[config.mk]
export PLATFORM = sky130hd
export DESIGN_NAME = cpu_pair_irq_latch
export DESIGN_NICKNAME = d
export VERILOG_FILES = /design/src/rtl/irqlatch_pkg.sv /design/src/rtl/ctrl_window_decode.sv /design/src/rtl/firq_edge_trigger.sv /design/src/rtl/irq_req_fsm.sv /design/src/rtl/cpu_pair_irq_latch.sv
export SDC_FILE = /design/constraint.sdc
export NUM_CORES = 1
export LEC_CHECK = 0
export BUFFER_PORTS_ARGS = -buffer_cell sky130_fd_sc_hd__buf_4
export CAP_MARGIN = 20
export CELL_PAD_IN_SITES_DETAIL_PLACEMENT = 1
export CELL_PAD_IN_SITES_GLOBAL_PLACEMENT = 2
export CORE_MARGIN = 2
export CORE_UTILIZATION = 28
export CTS_CLUSTER_SIZE = 30
export DETAILED_ROUTE_END_ITERATION = 16
export PLACE_DENSITY = 0.73
export SLEW_MARGIN = 10
export SYNTH_ARGS = -nofsm -noshare
export SYNTH_HDL_FRONTEND = slang
export SYNTH_SLANG_ARGS = --single-unit
[constraint.sdc]
create_clock -name clk -period 1.4 [get_ports clk]
set_input_delay 0 -clock clk [delete_from_list [all_inputs] [get_ports clk]]
set_output_delay 0 -clock clk [all_outputs]
set_load 0.05 [all_outputs]
[src/rtl/irqlatch_pkg.sv]
package irqlatch_pkg;

    typedef enum logic {
        REQ_IDLE = 1'b0,
        REQ_PEND = 1'b1
    } req_state_t;

    localparam int unsigned OFS_EN_A  = 0;
    localparam int unsigned OFS_COIN1 = 2;
    localparam int unsigned OFS_COIN2 = 3;
    localparam int unsigned OFS_FLIP  = 5;
    localparam int unsigned OFS_EN_B  = 6;
    localparam int unsigned OFS_NMI_B = 7;

    typedef struct packed {
        logic en_a;
        logic en_b;
        logic coin1;
        logic coin2;
        logic flip;
    } ctrl_levels_t;

endpackage

[src/rtl/ctrl_window_decode.sv]
module ctrl_window_decode #(
    parameter int unsigned ADDR_W = 3,
    parameter int unsigned DATA_W = 8,
    localparam int unsigned SLOTS = 1 << ADDR_W
) (
    input  logic              a_wr,
    input  logic [ADDR_W-1:0] a_addr,
    input  logic [DATA_W-1:0] a_data,
    input  logic              b_wr,
    input  logic [ADDR_W-1:0] b_addr,
    input  logic [DATA_W-1:0] b_data,
    output logic [SLOTS-1:0]  slot_wr,
    output logic [DATA_W-1:0] slot_data [SLOTS]
);

    // One decoder per window location; CPU B wins a same-slot collision.
    for (genvar s = 0; s < SLOTS; s++) begin : g_slot
        logic hit_a;
        logic hit_b;

        always_comb begin
            hit_a = a_wr && (a_addr == ADDR_W'(s));
            hit_b = b_wr && (b_addr == ADDR_W'(s));
            slot_wr[s] = hit_a || hit_b;
            slot_data[s] = hit_b ? b_data : a_data;
        end
    end

endmodule

[src/rtl/firq_edge_trigger.sv]
module firq_edge_trigger #(
    parameter int unsigned DATA_W = 8
) (
    input  logic              clk,
    input  logic              rst_n,
    input  logic              trig_wr,
    input  logic [DATA_W-1:0] trig_data,
    output logic              fire,
    output logic              prev_zero
);

    logic [DATA_W-1:0] last_q;

    always_ff @(posedge clk) begin
        if (!rst_n) begin
            last_q <= '0;
        end else if (trig_wr) begin
            last_q <= trig_data;
        end
    end

    always_comb begin
        prev_zero = (last_q == '0);
        fire = trig_wr && prev_zero && (trig_data != '0);
    end

endmodule

[src/rtl/irq_req_fsm.sv]
module irq_req_fsm
    import irqlatch_pkg::*;
(
    input  logic clk,
    input  logic rst_n,
    input  logic raise,
    input  logic ack,
    input  logic cancel,
    output logic req
);

    req_state_t state_q;
    req_state_t state_d;

    // State register.
    always_ff @(posedge clk) begin
        if (!rst_n) begin
            state_q <= REQ_IDLE;
        end else begin
            state_q <= state_d;
        end
    end

    // Next-state logic. A cancel wins over a raise, and a raise wins over an ack.
    always_comb begin
        state_d = state_q;
        unique case (state_q)
            REQ_IDLE: begin
                if (!cancel && raise) begin
                    state_d = REQ_PEND;
                end
            end
            REQ_PEND: begin
                if (cancel) begin
                    state_d = REQ_IDLE;
                end else if (raise) begin
                    state_d = REQ_PEND;
                end else if (ack) begin
                    state_d = REQ_IDLE;
                end
            end
            default: state_d = REQ_IDLE;
        endcase
    end

    // Output logic.
    always_comb begin
        req = (state_q == REQ_PEND);
    end

endmodule

[src/rtl/cpu_pair_irq_latch.sv]
module cpu_pair_irq_latch
    import irqlatch_pkg::*;
#(
    parameter int unsigned ADDR_W = 3,
    parameter int unsigned DATA_W = 8
) (
    input  logic              clk,
    input  logic              rst_n,
    input  logic              a_wr,
    input  logic [ADDR_W-1:0] a_addr,
    input  logic [DATA_W-1:0] a_data,
    input  logic              a_trig_wr,
    input  logic              b_wr,
    input  logic [ADDR_W-1:0] b_addr,
    input  logic [DATA_W-1:0] b_data,
    input  logic              b_trig_wr,
    input  logic              vblank,
    input  logic              a_irq_ack,
    input  logic              b_irq_ack,
    input  logic              a_firq_ack,
    input  logic              b_firq_ack,
    output logic              a_irq,
    output logic              b_irq,
    output logic              a_firq,
    output logic              b_firq,
    output logic              b_nmi,
    output logic              coin1,
    output logic              coin2,
    output logic              flip
);

    localparam int unsigned SLOTS = 1 << ADDR_W;

    logic [SLOTS-1:0]  slot_wr;
    logic [DATA_W-1:0] slot_data [SLOTS];

    ctrl_levels_t lvl_q;
    logic         nmi_q;
    logic         cancel_a;
    logic         cancel_b;
    logic         fire_to_b;
    logic         fire_to_a;
    logic         prev_zero_a2b;
    logic         prev_zero_b2a;

    ctrl_window_decode #(
        .ADDR_W (ADDR_W),
        .DATA_W (DATA_W)
    ) u_decode (
        .a_wr      (a_wr),
        .a_addr    (a_addr),
        .a_data    (a_data),
        .b_wr      (b_wr),
        .b_addr    (b_addr),
        .b_data    (b_data),
        .slot_wr   (slot_wr),
        .slot_data (slot_data)
    );

    // Level registers written through the window.
    always_ff @(posedge clk) begin
        if (!rst_n) begin
            lvl_q <= '0;
            nmi_q <= 1'b0;
        end else begin
            if (slot_wr[OFS_EN_A])  lvl_q.en_a  <= (slot_data[OFS_EN_A] != '0);
            if (slot_wr[OFS_EN_B])  lvl_q.en_b  <= (slot_data[OFS_EN_B] != '0);
            if (slot_wr[OFS_COIN1]) lvl_q.coin1 <= slot_data[OFS_COIN1][0];
            if (slot_wr[OFS_COIN2]) lvl_q.coin2 <= slot_data[OFS_COIN2][0];
            if (slot_wr[OFS_FLIP])  lvl_q.flip  <= slot_data[OFS_FLIP][0];
            nmi_q <= slot_wr[OFS_NMI_B];
        end
    end

    always_comb begin
        cancel_a = slot_wr[OFS_EN_A] && (slot_data[OFS_EN_A] == '0);
        cancel_b = slot_wr[OFS_EN_B] && (slot_data[OFS_EN_B] == '0);
    end

    irq_req_fsm u_irq_a (
        .clk    (clk),
        .rst_n  (rst_n),
        .raise  (vblank && lvl_q.en_a),
        .ack    (a_irq_ack),
        .cancel (cancel_a),
        .req    (a_irq)
    );

    irq_req_fsm u_irq_b (
        .clk    (clk),
        .rst_n  (rst_n),
        .raise  (vblank && lvl_q.en_b),
        .ack    (b_irq_ack),
        .cancel (cancel_b),
        .req    (b_irq)
    );

    firq_edge_trigger #(.DATA_W(DATA_W)) u_trig_a2b (
        .clk       (clk),
        .rst_n     (rst_n),
        .trig_wr   (a_trig_wr),
        .trig_data (a_data),
        .fire      (fire_to_b),
        .prev_zero (prev_zero_a2b)
    );

    firq_edge_trigger #(.DATA_W(DATA_W)) u_trig_b2a (
        .clk       (clk),
        .rst_n     (rst_n),
        .trig_wr   (b_trig_wr),
        .trig_data (b_data),
        .fire      (fire_to_a),
        .prev_zero (prev_zero_b2a)
    );

    irq_req_fsm u_firq_b (
        .clk    (clk),
        .rst_n  (rst_n),
        .raise  (fire_to_b),
        .ack    (b_firq_ack),
        .cancel (1'b0),
        .req    (b_firq)
    );

    irq_req_fsm u_firq_a (
        .clk    (clk),
        .rst_n  (rst_n),
        .raise  (fire_to_a),
        .ack    (a_firq_ack),
        .cancel (1'b0),
        .req    (a_firq)
    );

    always_comb begin
        b_nmi = nmi_q;
        coin1 = lvl_q.coin1;
        coin2 = lvl_q.coin2;
        flip  = lvl_q.flip;
    end

endmodule

==> key figures, run 1 <==
Status
  • Run status: finished, final reports clean

Finish
  • Filler instances: 464
  • Net count, final: 209
  • Storage cell area: 520 sq um
  • Post-route cell area: 1750 sq um
  • Area overhead of the layout relative to synthesis: 49.5%
  • Area of the multi-input gates: 644 sq um
  • Final Non-Filler Cells: 224
  • Fraction of final layout cells with drive strength greater than 1: 29.9%
  • Number of inserted diodes: 0

Route
  • Total Routed Length: 3320 um
  • Total DRC errors in the routed layout: 0
  • Remaining number of nets flagged by the antenna check after routing: 0
  • Met2 routed wirelength: 1710 um
  • Mean routed wirelength per cell: 14.8 um
  • Initial DRC Count: 30
  • Total number of vias: 1126
  • M1 wire length: 1450 um
  • Vias per cell: 5.03
  • Drt pass-1 iters: 4
  • Highest metal layer used by the detailed router: met4
  • Met3 Wirelength: 112 um

Die
  • X dimension of the die: 68.7 um
  • Die Span Y: 68.7 um
  • Placement row count: 23
  • Starting density of the core: 29.1%
  • Core area: 4030 sq um
  • Overall die area: 4730 sq um
  • Number of top-level pins: 41

Setup path
  • Data arrival time at the worst-slack endpoint: 1540 ps
  • Biggest fanout along the worst timing path: 3
  • Element type at the critical path end: flop
  • Depth of the worst register-to-register path: 3
  • Required time at the worst-slack endpoint: 1550 ps
  • Launching point of the worst reg2reg path: u_trig_a2b.last_q[1]$_SDFFE_PN0P_
  • Critical path type: input pin to flop
  • Slack of the worst reg-to-reg path: 400 ps
  • End of the worst register-to-register path: u_firq_b.req$_SDFF_PN0_
  • Setup crit start kind: input pin

Logic synthesis
  • Post-Syn Nets: 151
  • Post-synth design cell area: 1170 sq um
  • Top cells by area, synth: dfxtp_1 (44%), mux2i_1 (16%), nor2_1 (6.4%)
  • Share of Yosys cell area claimed by the top area cell type: 44.3%
  • Sequential element share of the synthesized area: 44.3%
  • Mean instance size in the synthesized netlist: 9.95 sq um
  • Yosys cell types: 31
  • Cell taking the most area after synthesis: dfxtp_1
  • Number of storage elements in the synthesis netlist: 26
  • Synthesis Warnings: 0
  • Gate count of the mapped netlist: 118

STA
  • Maximum clock frequency: 721 MHz
  • Minimum clock period: 1390 ps
  • Worst max-slew margin expressed relative to the limit: 63.4%
  • Setup repair after global routing missed its margin: true
  • Total count of hold-check failures in the final report: 0
  • Tcrit/Tclk final: 99.1%
  • Hold Slack: 13.5 ps
  • Final Slew Violations: 0
  • Number of setup violations in the final report: 0
  • Transition time of the tightest slew-check pin: 541 ps
  • Sum of negative setup slack: 0 ps
  • Worst clock skew: 2.32 ps

Pwr
  • Power density of the placed cells: 875 nW/um^2
  • Static Leak: 0.777 nW
  • P_sw: 0.397 mW
  • Switching part of the total: 25.9%
  • Comb power frac: 20.5%
  • Worst IR Drop VDD: 428 uV
  • Share of total power in the clock network: 27.2%
  • Internal Dissipation: 1.14 mW
  • Portion of total power attributed to sequential cells: 52.3%

Clock tree
  • TritonCTS clock tree: yes
  • Number of buffers on the longest clock path: 2
  • Post-CTS setup repair buffer count: 0
  • Number of sinks driven by the clock tree: 26
  • Clock transition time at the flip-flop clock pins of the worst setup and hold paths: 80 ps
  • Clk root buf: clkbuf_8
  • CTS buffer count: 3
  • Insertion delay of the later-clocked pin in the worst-skew pair: 270 ps
  • H-tree levels: 1

Placed design
  • Placed standard-cell area: 1530 sq um
  • Half-perimeter wire length after placement: 2450 um
  • Final weighted congestion in routability-driven placement: 0.696
  • Placed Instances: 205
  • Port buffer count: 40

Global routing
  • Global routing usage summed across all routing layers: 15.2%
  • Via count of the first global-routing pass: 1159
  • Maximum number of pins on one net before global-route repair: 14
  • Antenna violations before repair: 0
  • Wire length of the first global-routing pass: 5260 um
  • Sum of overflow across all layers after global routing: 0

Min path
  • Worst Hold Path EP: u_trig_b2a.last_q[0]$_SDFFE_PN0P_
  • Hold path start: b_data[0]
  • Worst min-delay path class: input pin to flop
  • Worst Hold Depth: 3

Flow run
  • Max capacitance violation total: 0
-- power groups by stage --
| stage | Combinational (mW) | Sequential [mW] | Clock, mW |
|---|---|---|---|
| after floorplan | 0.109 | 0.850 | 0 |
| after global placement | 0.270 | 0.818 | 0 |
| after detailed placement | 0.277 | 0.820 | 0 |
| after CTS | 0.312 | 0.803 | 0.434 |
| after global routing | 0.342 | 0.807 | 0.482 |
| final | 0.315 | 0.803 | 0.418 |
-- metal layers --
layer	global-route usage, %	up-vias
met5	0	-
met1	18.2	542
li1	-	560
met4	5.64	0
met2	27.0	20
met3	2.60	4
-- synth_stat cells --
cell type  number
nand4_1         3
clkbuf_1        3
and2_1          1
o31ai_1         1
or4_1           2
or4_4           2
and4b_1         1
or4b_4          1
nor3_1          2
o211ai_1        2
dfxtp_1        26
nand2_1         1
inv_1           2
nor4bb_1        1
nor3b_2         2
nor4b_1         2
buf_2           2
o32ai_1         2
a21oi_1         4
nand4b_1        6
o21ai_0         4
o22ai_1         1
nand3b_1        1
nor2b_1         1
or4bb_1         1
nor2_1         20
nor4_1          2
a2111oi_2       1
mux2i_1        19
a22oi_1         1
a211oi_1        1
-- state kept, by name (all words and copies together) (netlist names) --
name,flops
b_nmi,1
coin1,1
coin2,1
flip,1
lvl_q,2
u_firq_a.req,1
u_firq_b.req,1
u_irq_a.req,1
u_irq_b.req,1
u_trig_a2b.last_q,8
u_trig_b2a.last_q,8
-- metrics by stage --
step	setup slack, ps	utilization (%)	power, mW
after floorplan	276	-	0.959
after global placement	216	38.0	1.09
after detailed placement	201	38.0	1.10
after CTS	16.1	43.0	1.55
after global routing	-3.49	43.5	1.63
final	12.9	43.5	1.54
-- worst max-delay path: stages --
cell and delay [ps]:
dlygate4sd3_1 540, buf_4 140, or4_4 520, nor3b_4 240
a2111oi_2 100
-- how the worst max path moves through the flow --
stage	from	to	slack, ps	depth (start not counted)
after floorplan	u_irq_a.req$_SDFF_PN0_	u_irq_a.req$_SDFF_PN0_	280	2
after global placement	a_data[0]	lvl_q[4]$_SDFFE_PN0N_	220	4
after detailed placement	b_data[4]	u_irq_a.req$_SDFF_PN0_	200	4
after CTS	a_data[6]	lvl_q[4]$_SDFFE_PN0N_	20	5
after global routing	a_data[6]	u_irq_a.req$_SDFF_PN0_	-3	5
final	a_data[6]	u_irq_a.req$_SDFF_PN0_	10	5
-- timing repair --
action                                 in CTS  in global routing
gates resized for setup                     0                  4
endpoints found under the hold margin      16                  0
hold buffers                               16                  0
setup endpoints to repair                   0                  2
-- cell usage in the layout, fill, tap and decap left out, drive strengths merged, types with 2 or more instances in the layout --
cell type	n
nand4b	6
clkbuf	3
nor4	2
nand4	3
nor2	20
dfxtp	26
buf	42
nor4b	2
o21ai	4
o211ai	2
dlygate4sd3	15
nor3b	2
a21oi	4
nor3	2
inv	2
mux2i	19
o32ai	2
or4	4
-- cells by family (layout without fill, tap and decap cells) --
group                  after synthesis  count (layout)  synth area share [%]
buffers and inverters                7              63                  2.45
multiplexers                        19              19                  16.2
flip-flops                          26              26                  44.3
AO/OA/AOI/OAI                       17              17                  9.92
AND/OR/NAND/NOR                     49              49                  27.1
-- area by class of cell --
| type | count | area share [%] |
|---|---|---|
| well taps | 50 | 3.57 |
| repair buffers | 58 | 27.2 |
| inverters | 2 | 0.428 |
| clock buffers | 3 | 2.35 |
| multi-input cells | 85 | 36.7 |
| flip-flops and latches | 26 | 29.7 |
No activity file was read; power rests on OpenSTA's default activity.
==> inputs of run 2 (changes only) <==
--- a/config.mk
+++ b/config.mk
@@ -5,12 +5,14 @@
 export SDC_FILE = /design/constraint.sdc
 export NUM_CORES = 1
 export LEC_CHECK = 0
+export ABC_AREA = 1
+export ABC_CLOCK_PERIOD_IN_PS = 1400
 export BUFFER_PORTS_ARGS = -buffer_cell sky130_fd_sc_hd__buf_4
 export CAP_MARGIN = 20
 export CELL_PAD_IN_SITES_DETAIL_PLACEMENT = 1
 export CELL_PAD_IN_SITES_GLOBAL_PLACEMENT = 2
 export CORE_MARGIN = 2
-export CORE_UTILIZATION = 28
+export CORE_UTILIZATION = 25
 export CTS_CLUSTER_SIZE = 30
 export DETAILED_ROUTE_END_ITERATION = 16
 export PLACE_DENSITY = 0.73
==> key figures, run 2 <==
Clock tree
  • CTS buffer count: 3
  • H-tree levels: 1
  • Insertion delay of the later-clocked pin in the worst-skew pair: 270 ps
  • TritonCTS clock tree: yes
  • Clock transition time at the flip-flop clock pins of the worst setup and hold paths: 90 ps
  • Number of sinks driven by the clock tree: 26
  • Number of buffers on the longest clock path: 2
  • Clk root buf: clkbuf_8

Setup path
  • Element type at the critical path end: flop
  • Critical path type: input pin to flop
  • Setup crit start kind: input pin
  • Biggest fanout along the worst timing path: 3
  • Required time at the worst-slack endpoint: 1570 ps
  • Data arrival time at the worst-slack endpoint: 1310 ps

Finish
  • Commonest cells after routing, fill and taps aside: nor2_1 (55), buf_4 (40), nand2_1 (34)
  • Fraction of final layout cells with drive strength greater than 1: 23.4%
  • Post-route cell area: 1840 sq um
  • Commonest non-fill, non-tap cell in the layout: nor2_1
  • Number of inserted diodes: 0
  • Largest registers: u_trig_a2b.last_q (8), u_trig_b2a.last_q (8), lvl_q (2)
  • Area of the multi-input gates: 608 sq um
  • Area overhead of the layout relative to synthesis: 46.3%
  • Storage cell area: 520 sq um
  • Net count, final: 282
  • Filler instances: 610

Die
  • Core area: 4790 sq um
  • Number of top-level pins: 41
  • Starting density of the core: 26.3%
  • Overall die area: 5610 sq um
  • X dimension of the die: 74.9 um
  • Placement row count: 25
  • Die Span Y: 74.9 um

Logic synthesis
  • Cell taking the most area after synthesis: dfxtp_1
  • Number of storage elements in the synthesis netlist: 26
  • Commonest register cell after synthesis: dfxtp_1
  • Mean instance size in the synthesized netlist: 6.55 sq um
  • Gate count of the mapped netlist: 192
  • Post-Syn Nets: 225
  • Number of flops mapped to enable cells by yosys: 0
  • Share of Yosys cell area claimed by the top area cell type: 41.4%
  • Top-count cell post-synth: nor2_1
  • Yosys cell types: 18
  • Sequential element share of the synthesized area: 41.4%
  • Synthesis Warnings: 0
  • Post-synth design cell area: 1260 sq um
  • Ys async rst share: 0%
  • Most numerous cell types in the synthesized netlist: nor2_1 (55), nand2_1 (34), dfxtp_1 (26), inv_1 (19), o21ai_0 (17)
  • Top cells by area, synth: dfxtp_1 (41%), nor2_1 (16%), nand2_1 (10%)

Route
  • Total Routed Length: 3450 um
  • Met2 routed wirelength: 1640 um
  • Remaining number of nets flagged by the antenna check after routing: 0
  • Total number of vias: 1347
  • Vias per cell: 4.28
  • Initial DRC Count: 22
  • Mean routed wirelength per cell: 11.0 um
  • Drt pass-1 iters: 4
  • Met3 Wirelength: 127 um
  • Total DRC errors in the routed layout: 0
  • Highest metal layer used by the detailed router: met4
  • M1 wire length: 1630 um

Global routing
  • Wire length of the first global-routing pass: 5850 um
  • Sum of overflow across all layers after global routing: 0
  • Via count of the first global-routing pass: 1289
  • Antenna violations before repair: 0
  • Maximum number of pins on one net before global-route repair: 21
  • Global routing usage summed across all routing layers: 13.7%

STA
  • Total count of hold-check failures in the final report: 0
  • Minimum clock period: 1140 ps
  • Transition time of the tightest slew-check pin: 247 ps
  • Worst max-slew margin expressed relative to the limit: 83.4%
  • Worst clock skew: 5.19 ps
  • Tcrit/Tclk final: 81.4%
  • Setup repair after global routing missed its margin: false
  • Maximum clock frequency: 877 MHz
  • Sum of negative setup slack: 0 ps
  • Final Slew Violations: 0
  • Number of setup violations in the final report: 0

Status
  • Run status: finished, final reports clean

Placed design
  • Port buffer count: 40
  • Placed standard-cell area: 1610 sq um
  • Half-perimeter wire length after placement: 2620 um
  • Final weighted congestion in routability-driven placement: 0.746

Min path
  • Worst min-delay path class: input pin to flop

Pwr
  • Static Leak: 0.874 nW
  • Worst IR Drop VDD: 349 uV
  • Power density of the placed cells: 954 nW/um^2

Flow run
  • Max capacitance violation total: 0
[run 2: cell types whose count changed after synthesis, sizes merged, moves of 4 or more]
| cell | before | now |
|---|---|---|
| nor2 | 20 | 62 |
| a21oi | 4 | 8 |
| nand3 | 0 | 10 |
| inv | 2 | 24 |
| o21ai | 4 | 17 |
| or4 | 4 | 0 |
| nand2 | 1 | 35 |
| nand4b | 6 | 0 |
| mux2i | 19 | 0 |
[run 2: final timing paths]
kind	startpoint	depth (start not counted)	endpoint	slack, ps
setup / recovery	b_data[6]	8	lvl_q[4]$_SDFFE_PN0N_	260
hold / removal	vblank	3	u_irq_a.req$_SDFF_PN0_	10
setup reg to reg	u_trig_a2b.last_q[1]$_SDFFE_PN0P_	5	u_firq_b.req$_SDFF_PN0_	540
hold reg to reg	u_trig_b2a.last_q[7]$_SDFFE_PN0P_	2	u_trig_b2a.last_q[7]$_SDFFE_PN0P_	460
[run 2: final cells by class]
cell class / count / area share [%]
Clock buffer: 3 / 2.24
Multi-Input combinational cell: 138 / 33.1
Tap cell: 67 / 4.56
Clock inverter: 1 / 1.63
Inverter: 24 / 5.17
Timing Repair Buffer: 56 / 25.0
Sequential cell: 26 / 28.3
[run 2: timing repair]
action                                  in CTS  in global routing
buffers inserted                             0                  0
endpoints found under the hold margin       16                  0
hold buffers                                16                  0
gates resized for setup                      0                  0
endpoints found under the setup margin       0                  0
[run 2: kinds of logic (layout without fill, tap and decap cells)]
family	Yosys count	in the layout	synth area share [%]
buf+inv	28	84	10.2
simple gates	110	110	36.6
flops	26	26	41.4
compound gates	28	28	11.7
[run 2: critical path: stages]
cell and delay (ps):
dlygate4sd3_1 540, buf_4 140, nor2_1 90, nand2_1 80
nor2_1 220, nand2_1 80, nand3_1 120, nor2_1 50
[run 2: through the flow]
stage               power, mW  setup slack (ps)  hold WS (ps)  std cells  util, %
floorplan               0.985               465           135        192        -
global placement         1.11               510           236        295     33.6
detailed placement       1.11               499           240        295     33.6
CTS                      1.78               235          9.42        315     38.4
global route             1.86               130          34.2        315     38.4
finish                   1.75               260          11.0        315     38.4
[run 2: report_power, final]
group,leakage (nW),switching [mW],internal [mW]
Combinational,0.624,0.171,0.153
Sequential,0.215,0.0196,0.784
Clock,0.0357,0.243,0.383
[run 2: layer usage]
layer  global-route usage (%)  up-vias
li1                         -      707
met1                     17.9      613
met2                     22.3       22
met3                     2.54        5
met4                     5.36        0
met5                        0        -
